**src/rtl/lsf_pkg.sv**
```systemverilog
package lsf_pkg;
  // Which rule produced the victim
  typedef enum logic [1:0] {
    SRC_EMPTY   = 2'd0,
    SRC_PRIVATE = 2'd1,
    SRC_LRU     = 2'd2
  } pick_src_e;
endpackage

```
**src/rtl/lsf_way_state.sv**
```systemverilog
module lsf_way_state #(
  parameter int HIST  = 4,
  parameter int ID_W  = 3,
  parameter int AGE_W = 3
) (
  input  logic                       clk,
  input  logic                       rst_n,
  input  logic                       sel,      // accepted access targets this way
  input  logic                       any_acc,  // accepted access to some way
  input  logic                       fill,
  input  logic [ID_W-1:0]            id,
  input  logic [AGE_W-1:0]           ref_age,  // age the accessed way had
  output logic                       vld,
  output logic [HIST-1:0][ID_W-1:0]  hist,
  output logic [AGE_W-1:0]           age
);

  always_ff @(posedge clk) begin
    if (!rst_n) begin
      vld  <= 1'b0;
      hist <= '0;
      age  <= '0;
    end else begin
      if (sel && fill) vld <= 1'b1;

      if (sel && fill)  hist <= {HIST{id}};
      else if (sel)     hist <= {hist[HIST-2:0], id};

      if (sel)
        age <= '0;
      else if (any_acc && vld && (age < ref_age))
        age <= age + 1'b1;
    end
  end

endmodule

```
**src/rtl/lsf_pick.sv**
```systemverilog
module lsf_pick
  import lsf_pkg::*;
#(
  parameter int WAYS  = 8,
  parameter int HIST  = 4,
  parameter int ID_W  = 3,
  parameter int AGE_W = 3,
  localparam int WAY_W = $clog2(WAYS)
) (
  input  logic [WAYS-1:0]                      way_vld,
  input  logic [WAYS-1:0][HIST-1:0][ID_W-1:0]  way_hist,
  input  logic [WAYS-1:0][AGE_W-1:0]           way_age,
  input  logic [ID_W-1:0]                      req_id,
  output logic [WAY_W-1:0]                     pick_way
);

  logic [WAYS-1:0]  qual;
  logic [WAYS-1:0]  cand;
  logic [WAY_W-1:0] empty_idx;
  logic [WAY_W-1:0] oldest_idx;
  logic [AGE_W-1:0] oldest_age;
  logic             have;
  pick_src_e        src;

  // Private-use test: every history cell XOR requester must be zero
  genvar g;
  generate
    for (g = 0; g < WAYS; g++) begin : g_qual
      assign qual[g] = way_vld[g] && ((way_hist[g] ^ {HIST{req_id}}) == '0);
    end
  endgenerate

  always_comb begin
    empty_idx = '0;
    for (int w = WAYS - 1; w >= 0; w--)
      if (!way_vld[w]) empty_idx = WAY_W'(w);
  end

  always_comb begin
    if (!(&way_vld))   src = SRC_EMPTY;
    else if (|qual)    src = SRC_PRIVATE;
    else               src = SRC_LRU;
    cand = (src == SRC_PRIVATE) ? qual : way_vld;
  end

  always_comb begin
    have       = 1'b0;
    oldest_idx = '0;
    oldest_age = '0;
    for (int w = 0; w < WAYS; w++) begin
      if (cand[w] && (!have || (way_age[w] > oldest_age))) begin
        have       = 1'b1;
        oldest_idx = WAY_W'(w);
        oldest_age = way_age[w];
      end
    end
  end

  assign pick_way = (src == SRC_EMPTY) ? empty_idx : oldest_idx;

endmodule

```
**src/rtl/lsf_victim_sel.sv**
```systemverilog
module lsf_victim_sel #(
  parameter int WAYS    = 8,
  parameter int NUM_CPU = 8,
  parameter int HIST    = 4,
  localparam int ID_W   = $clog2(NUM_CPU),
  localparam int WAY_W  = $clog2(WAYS),
  localparam int AGE_W  = WAY_W
) (
  input  logic             clk,
  input  logic             rst_n,
  input  logic             acc_valid,
  input  logic [WAY_W-1:0] acc_way,
  input  logic [ID_W-1:0]  acc_id,
  input  logic             acc_fill,
  input  logic             vreq_valid,
  input  logic [ID_W-1:0]  vreq_id,
  output logic             vic_valid,
  output logic [WAY_W-1:0] vic_way
);

  logic [WAYS-1:0]                      way_vld;
  logic [WAYS-1:0][HIST-1:0][ID_W-1:0]  way_hist;
  logic [WAYS-1:0][AGE_W-1:0]           way_age;
  logic                                 acc_ok;
  logic [AGE_W-1:0]                     ref_age;
  logic [WAY_W-1:0]                     pick_way;

  // A hit on an empty way is dropped; a fill always lands
  assign acc_ok  = acc_valid && (acc_fill || way_vld[acc_way]);
  assign ref_age = way_vld[acc_way] ? way_age[acc_way] : AGE_W'(WAYS - 1);

  genvar g;
  generate
    for (g = 0; g < WAYS; g++) begin : g_way
      lsf_way_state #(.HIST(HIST), .ID_W(ID_W), .AGE_W(AGE_W)) way_i (
        .clk     (clk),
        .rst_n   (rst_n),
        .sel     (acc_ok && (acc_way == WAY_W'(g))),
        .any_acc (acc_ok),
        .fill    (acc_fill),
        .id      (acc_id),
        .ref_age (ref_age),
        .vld     (way_vld[g]),
        .hist    (way_hist[g]),
        .age     (way_age[g])
      );
    end
  endgenerate

  lsf_pick #(.WAYS(WAYS), .HIST(HIST), .ID_W(ID_W), .AGE_W(AGE_W)) pick_i (
    .way_vld  (way_vld),
    .way_hist (way_hist),
    .way_age  (way_age),
    .req_id   (vreq_id),
    .pick_way (pick_way)
  );

  always_ff @(posedge clk) begin
    if (!rst_n) begin
      vic_valid <= 1'b0;
      vic_way   <= '0;
    end else begin
      vic_valid <= vreq_valid;
      if (vreq_valid) vic_way <= pick_way;
    end
  end

endmodule

```
**config.mk**
```make
export PLATFORM = sky130hd
export DESIGN_NAME = lsf_victim_sel
export DESIGN_NICKNAME = d
export VERILOG_FILES = /design/src/rtl/lsf_pkg.sv /design/src/rtl/lsf_way_state.sv /design/src/rtl/lsf_pick.sv /design/src/rtl/lsf_victim_sel.sv
export SDC_FILE = /design/constraint.sdc
export NUM_CORES = 1
export LEC_CHECK = 0
export BUFFER_PORTS_ARGS = -buffer_cell sky130_fd_sc_hd__clkbuf_2
export CAP_MARGIN = 20
export CORE_MARGIN = 2
export CORE_UTILIZATION = 63
export DETAILED_ROUTE_END_ITERATION = 7
export PLACE_DENSITY = 0.8
export SLEW_MARGIN = 20
export SYNTH_ARGS = -nofsm -noshare
export SYNTH_HDL_FRONTEND = slang
export SYNTH_SLANG_ARGS = --single-unit
```
**constraint.sdc**
```tcl
create_clock -name clk -period 15.7 [get_ports clk]
set_clock_uncertainty 0.2 [all_clocks]
set_input_delay 3.14 -clock clk [delete_from_list [all_inputs] [get_ports clk]]
set_output_delay 3.14 -clock clk [all_outputs]
set_load 0.1 [all_outputs]
```
### Word-level counts from Yosys, hierarchy flattened

Cells that the tools add are included.

| cells by class | value |
|---|---|
| add/sub/neg operators | 8 |
| $mul | 0 |
| divide/modulo/power cells | 0 |
| order comparisons | 16 |
| eq/ne operators | 8 |
| shift operators | 0 |
| mux-type cells | 54 |
| bitwise gates (word level) | 9 |
| reductions and logical operators | 91 |

Operator list:

| operator | count |
|---|---|
| two-way mux 12 bit | 16 |
| logical NOT 12 bit | 8 |
| XOR 12 bit | 8 |
| two-way mux 3 bit | 22 |
| logical AND 1 bit | 48 |
| adder 3 x 1 -> 3 bit, second input constant | 8 |
| < comparator 3 bit | 8 |
| greater-than comparator 3 bit | 7 |
| nonzero test 2 bit | 8 |
| OR reduction 2 bit | 8 |
| equality test 3 bit, second input constant | 4 |
| binary-select mux 3 bit (select 3 bit) | 1 |
| two-way mux 1 bit | 9 |
| logical OR 1 bit | 8 |
| two-way mux 2 bit | 4 |
| two-way mux 8 bit | 1 |
| AND reduction 8 bit | 1 |
| OR reduction 8 bit | 1 |
| logical NOT 1 bit | 7 |
| equality test 3 x 2 -> 1 bit, second input constant | 2 |
| < comparator 3 x 4 -> 1 bit, second input constant | 1 |
| binary-select mux 1 bit (select 3 bit) | 1 |
| equality test 3 x 1 -> 1 bit, second input constant | 1 |
| logical NOT 3 bit | 1 |
| 3 further kinds | 3 |

| storage, ports and cells | value |
|---|---|
| bits in registers | 132 |
| latch bits | 0 |
| bits in writable memories | 0 |
| bits in read-only memories | 0 |
| input bits | 14 |
| output and inout port bits | 4 |
| memories | 0 |

### Logic depth before layout (Yosys ltp)

| depth | value |
|---|---|
| word-level depth | 38 |
| gate-level depth with buffers | 65 |
| depth with buffers taken out | 60 |

### Cells and area by module

From an unflattened synthesis, not the netlist that was laid out.

| second synthesis, totals | value |
|---|---|
| cell total of the unflattened synthesis | 944 |
| area, all modules | 8,562.0 µm² |

Modules (own cells, without submodules):

| module | times used | cells each | area an instance (µm²) | sequential area each (µm²) |
|---|---|---|---|---|
| lsf_way_state | 8 | 75 | 732.0 | 320.3 |
| lsf_pick | 1 | 292 | 2,150.8 | 0.0 |
| lsf_victim_sel | 1 | 52 | 555.5 | 80.1 |

### Least setup slack after synthesis

No wires, ideal clock.

| timing path | value |
|---|---|
| kind | input-to-reg |
| start | input vreq_id[2] |
| end | register vic_way[0] |
| data arrival time | 12.747 ns |
| data required time | 15.380 ns |
| path slack | 2.634 ns |
| cell stages on the path | 61 |
| buffers on the path | 5 |
| cell sequence | buf_4 mux2i_1 and4_1 or4b_4 buf_6 o32ai_4 nand2_1 ha_1 a21o_1 a21oi_1 a31oi_1 o21a_1 a22oi_1 ha_1 nor2b_1 o21ai_0 inv_1 o21ai_0 [25 not listed] a2bb2o_4 buf_6 nor2_1 a21oi_1 ha_1 nor2b_1 o21a_1 o21ai_0 a21oi_2 mux2_2 a21oi_2 ha_1 nor2b_1 o21ai_0 a32oi_1 a41oi_1 nor2_1 a211o_1 |

| on the way | value |
|---|---|
| longest elaborated chain between the ends | 38 |

RTL lines:

| element | RTL line | text |
|---|---|---|
| start: declaration | lsf_victim_sel.sv:16 | `input logic [ID_W-1:0] vreq_id,` |
| XOR 12 bit | lsf_pick.sv:29 | `assign qual[g] = way_vld[g] && ((way_hist[g] ^ {HIST{req_id}}) == '0);` |
| logical NOT 12 bit | lsf_pick.sv:29 |  |
| logical AND 1 bit | lsf_pick.sv:29 |  |
| OR reduction 8 bit | lsf_pick.sv:41 | `else if (\|qual) src = SRC_PRIVATE;` |
| two-way mux 2 bit | lsf_pick.sv:41 |  |
| two-way mux 2 bit | lsf_pick.sv:40 | `if (!(&way_vld)) src = SRC_EMPTY;` |
| equality test 2 x 1 -> 1 bit | lsf_pick.sv:43 | `cand = (src == SRC_PRIVATE) ? qual : way_vld;` |
| two-way mux 8 bit | lsf_pick.sv:43 |  |
| [22 not listed] | -- |  |
| logical OR 1 bit | lsf_pick.sv:51 | `if (cand[w] && (!have \|\| (way_age[w] > oldest_age))) begin` |
| logical AND 1 bit | lsf_pick.sv:51 |  |
| two-way mux 3 bit / two-way mux 1 bit (equally long branches) | lsf_pick.sv:51 |  |
| greater-than comparator 3 bit / logical NOT 1 bit (equally long branches) | lsf_pick.sv:51 |  |
| logical OR 1 bit | lsf_pick.sv:51 |  |
| logical AND 1 bit | lsf_pick.sv:51 |  |
| two-way mux 3 bit | lsf_pick.sv:51 |  |
| two-way mux 3 bit * | lsf_pick.sv:59 | `assign pick_way = (src == SRC_EMPTY) ? empty_idx : oldest_idx;` |
| end signal: assignment | lsf_victim_sel.sv:64 | `if (vreq_valid) vic_way <= pick_way;` |
| end: declaration | lsf_victim_sel.sv:18 | `output logic [WAY_W-1:0] vic_way` |

Every way passes the cells marked *; elsewhere a longest branch is shown, timed or not.
A chain may end at the register's enable or synchronous reset.

### Final worst setup path

| timing path | value |
|---|---|
| start | input vreq_id[0] |
| end | register vic_way[2] |

Same word-level chain as after synthesis.

==> results summary <==
For this run, the number of standard cells in the final layout without fillers is 1064. The count of state elements after synthesis came out at 132. The number of buffers added to fix hold violations after cts came out at 0. The cell repeated most along the worst path is sky130_fd_sc_hd__ha_1. The number of synthesis warnings came out at 0.

The height of the die is 116 µm. The global-route usage over all layers is 30.4%. The worst endpoint required time came out at 15.75 ns.

Clock tree synthesis found a total of 132 sinks. The floorplan core area is 12500 µm². The path type of the worst min-delay path is flip-flop to flip-flop. The final weighted congestion in routability-driven placement came out at 0.908.

The count of final max-slew check failures was 0. Leaving out fill and tap cells, the most frequent cell in the layout is sky130_fd_sc_hd__dfxtp_1. Overall power consumption after layout is estimated at 0.000824 W.

The TritonCTS clock tree is done. The number of buffers added for setup after CTS came out at 0. After synthesis, the mean cell area works out to 8.86 µm². Measured against its own limit, the worst slew margin works out to 26.0%. The area after detailed placement is 8060 µm². The number of flops mapped to enable cells by yosys is 0. The minimum hold slack came out at 0.297 ns.

The static leakage came out at 4.11 nW. The insertion delay to the later sink of the worst-skew pair is 0.42 ns. The horizontal die dimension came out at 116 µm. The CTS root buffer is sky130_fd_sc_hd__clkbuf_16. The minimum clock period after layout is 14.57 ns. In the layout the commonest cells are 132 x sky130_fd_sc_hd__dfxtp_1, 104 x sky130_fd_sc_hd__nand2_1, 90 x sky130_fd_sc_hd__a21oi_1. The layout filler cell count is 985. The via count of the first global-routing pass is 6505. The sum of negative setup slack came out at 0 ns.

The final wirelength came out at 19.9 mm. The HPWL reported at the end of detailed placement is 13.4 mm. The portion of the clock cycle consumed by the worst path in the final layout is 92.8%.

The type of the worst setup path is primary input to flip-flop. For this run the aggregate overflow at the end of global routing stands at 0. The total via count after detailed routing is 6947. The antenna cell count came out at 0. The slew at the pin closest to its max-slew limit is 1.11 ns.

Of the cells placed in the final design, the portion with a size suffix greater than 1 is 10.8%. The wire length of the first global-routing pass came out at 32.5 mm. The maximum number of pins on one net before global-route repair came out at 117. Setup repair after global routing left no endpoint under its margin. The maximum frequency from static timing analysis is 68.6 MHz. The worst endpoint data arrival time came out at 14.62 ns. During placement, the flow inserted port buffers numbering 17.

Among all flip-flop cells after synthesis, the most frequent one is sky130_fd_sc_hd__dfxtp_1. After clock tree synthesis, the clock-pin slew on the worst setup and hold paths is 0.05 ns. The placed instance count is 1033. The number of nets handed over by synthesis was 956.

From synthesis to final layout, the design area changed by 9.42%. For this design, the slowest cell found on the critical path is sky130_fd_sc_hd__o21ai_1. The final instance area is 8690 µm². In this run the power density over the cells is 94.8 nW/µm².

The total DRC errors in the routed layout came out at 0. The number of placed I/O pins is 18. STA classifies the critical path endpoint as a flip-flop.

The run finished with clean final reports. The buffer depth of the longest clock path came out at 2. The highest net fanout along the worst path came out at 18. STA classifies the critical path startpoint as a primary input.

The maximum vdd ir drop came out at 0.0749 mV. The floorplan has 41 rows. The net total in the final layout came out at 939. The post-cts repair resize count came out at 0. The largest stage delay on the critical path came out at 0.70 ns.

The H-tree was split into 4 levels. The starting utilization of the core area came out at 63.7%. The fraction of the yosys area taken by sequential cells is 33.3%. The mean number of vias per cell came out at 6.53. The number of failing setup endpoints in the final timing report came out at 0. The count of final hold-check violations came out at 0. Max-cap violations in this run came to 0. The cell area that synthesis handed to floorplanning was 7950 µm². The count of cell types in the netlist came out at 68.

After the first detailed-routing iteration, the DRC count stood at 621. The number of clock buffers added by TritonCTS is 17. The length of the first detailed-routing pass in iterations is 7. The async set or reset register ratio after synthesis is 0%.

The initial antenna violation count is 0. The overall die area is 13500 µm². The average detailed-routed wire length per instance is 18.7 µm. The number of cells produced by synthesis came out at 897. The count of antenna-violating nets left after detailed routing is 0.
==> power by group <==
group | leakage, nW | internal (W) | switching (W)
clock | 0.302 | 0.000270 | 0.000144
combinational | 2.74 | 0.0000225 | 0.0000410
sequential | 1.07 | 0.000341 | 0.00000569
==> cell usage after synthesis, types with 9 or more instances <==
master                     number  area [µm²]
sky130_fd_sc_hd__xor2_1         9        78.8
sky130_fd_sc_hd__inv_1         21        78.8
sky130_fd_sc_hd__o211a_1       73         731
sky130_fd_sc_hd__clkbuf_1      54         203
sky130_fd_sc_hd__nand3_1       11        55.1
sky130_fd_sc_hd__ha_1          45         563
sky130_fd_sc_hd__mux2i_1       48         480
sky130_fd_sc_hd__or4_1         10        75.1
sky130_fd_sc_hd__nand2b_1      14        87.6
sky130_fd_sc_hd__o21ai_0       25         125
sky130_fd_sc_hd__nor3_1        14        70.1
sky130_fd_sc_hd__nand4_1       13        81.3
sky130_fd_sc_hd__o21a_1        10        75.1
sky130_fd_sc_hd__nor2_1        44         165
sky130_fd_sc_hd__xnor2_1       14         123
sky130_fd_sc_hd__and4_1        10        87.6
sky130_fd_sc_hd__a21oi_1       90         450
sky130_fd_sc_hd__dfxtp_1      132        2640
sky130_fd_sc_hd__nor4_1        14        87.6
sky130_fd_sc_hd__nor2b_1       37         231
sky130_fd_sc_hd__nand2_1      104         390
==> through the flow <==
| step | util, % | setup WS, ns |
|---|---|---|
| 4_1_cts | 69.6 | 1.25 |
| 3_3_place_gp | 64.7 | 1.44 |
| 2_1_floorplan | - | 2.63 |
| 3_5_place_dp | 64.7 | 0.812 |
| 5_1_grt | 69.7 | 0.319 |
| 6_report | 69.7 | 1.13 |
==> registers in the layout (all words and copies together), names as in the netlist <==
| name | flops |
|---|---|
| vic_way | 3 |
| g_way.way_i.hist | 96 |
| vic_valid | 1 |
| g_way.way_i.age | 24 |
| g_way.way_i.vld | 8 |
==> final timing paths <==
check | start | endpoint | cells past startpoint | slack (ns)
worst max register to register | g_way[6].way_i.hist[2]$_SDFFE_PN0P_ | vic_way[2]$_SDFFE_PN0P_ | 58 | 3.83
worst max-delay path | vreq_id[0] | vic_way[2]$_SDFFE_PN0P_ | 59 | 1.13
worst min-delay path | g_way[3].way_i.hist[2]$_SDFFE_PN0P_ | g_way[3].way_i.hist[2]$_SDFFE_PN0P_ | 2 | 0.30
worst min register to register | g_way[3].way_i.hist[2]$_SDFFE_PN0P_ | g_way[3].way_i.hist[2]$_SDFFE_PN0P_ | 2 | 0.30
==> critical path, delay by kind of cell <==
family | cells | cell delay, ns
AOI/OAI and AO/OA | 32 | 6.04
adders and majority gates | 7 | 1.88
buffers and inverters | 4 | 0.55
muxes | 3 | 0.74
and+or+nand+nor | 13 | 2.25
==> per-layer routing <==
layer  GRT usage (%)  part of all wire (%)  vias to the layer above
met3            7.06                   6.2                       68
met2            49.7                    47                      280
met4            15.1                   3.6                        0
met1            37.9                    43                     3328
met5               0                     0                        -
li1                -                     -                     3271
==> kinds of logic (layout without fill, tap and decap cells) <==
logic type | count (synthesis) | in the layout | synth area share, %
buffers and inverters | 86 | 81 | 4.72
AND/OR/NAND/NOR | 293 | 293 | 19.1
flip-flops | 132 | 132 | 33.3
adder cells (fa/ha/maj) | 45 | 45 | 7.09
AO/OA/AOI/OAI | 260 | 260 | 24.7
XOR/XNOR | 23 | 23 | 2.54
multiplexers | 58 | 58 | 8.60
==> final cells by class <==
type | instances | area [µm²] | area share, %
inverter | 23 | 86.3 | 0.993
clock buffer | 24 | 502 | 5.77
tap | 172 | 215 | 2.48
multi-input combinational | 679 | 4960 | 57.1
clock inverter | 7 | 120 | 1.38
timing repair buffer | 27 | 163 | 1.87
sequential | 132 | 2640 | 30.4
(Power assumes the default switching activity.)
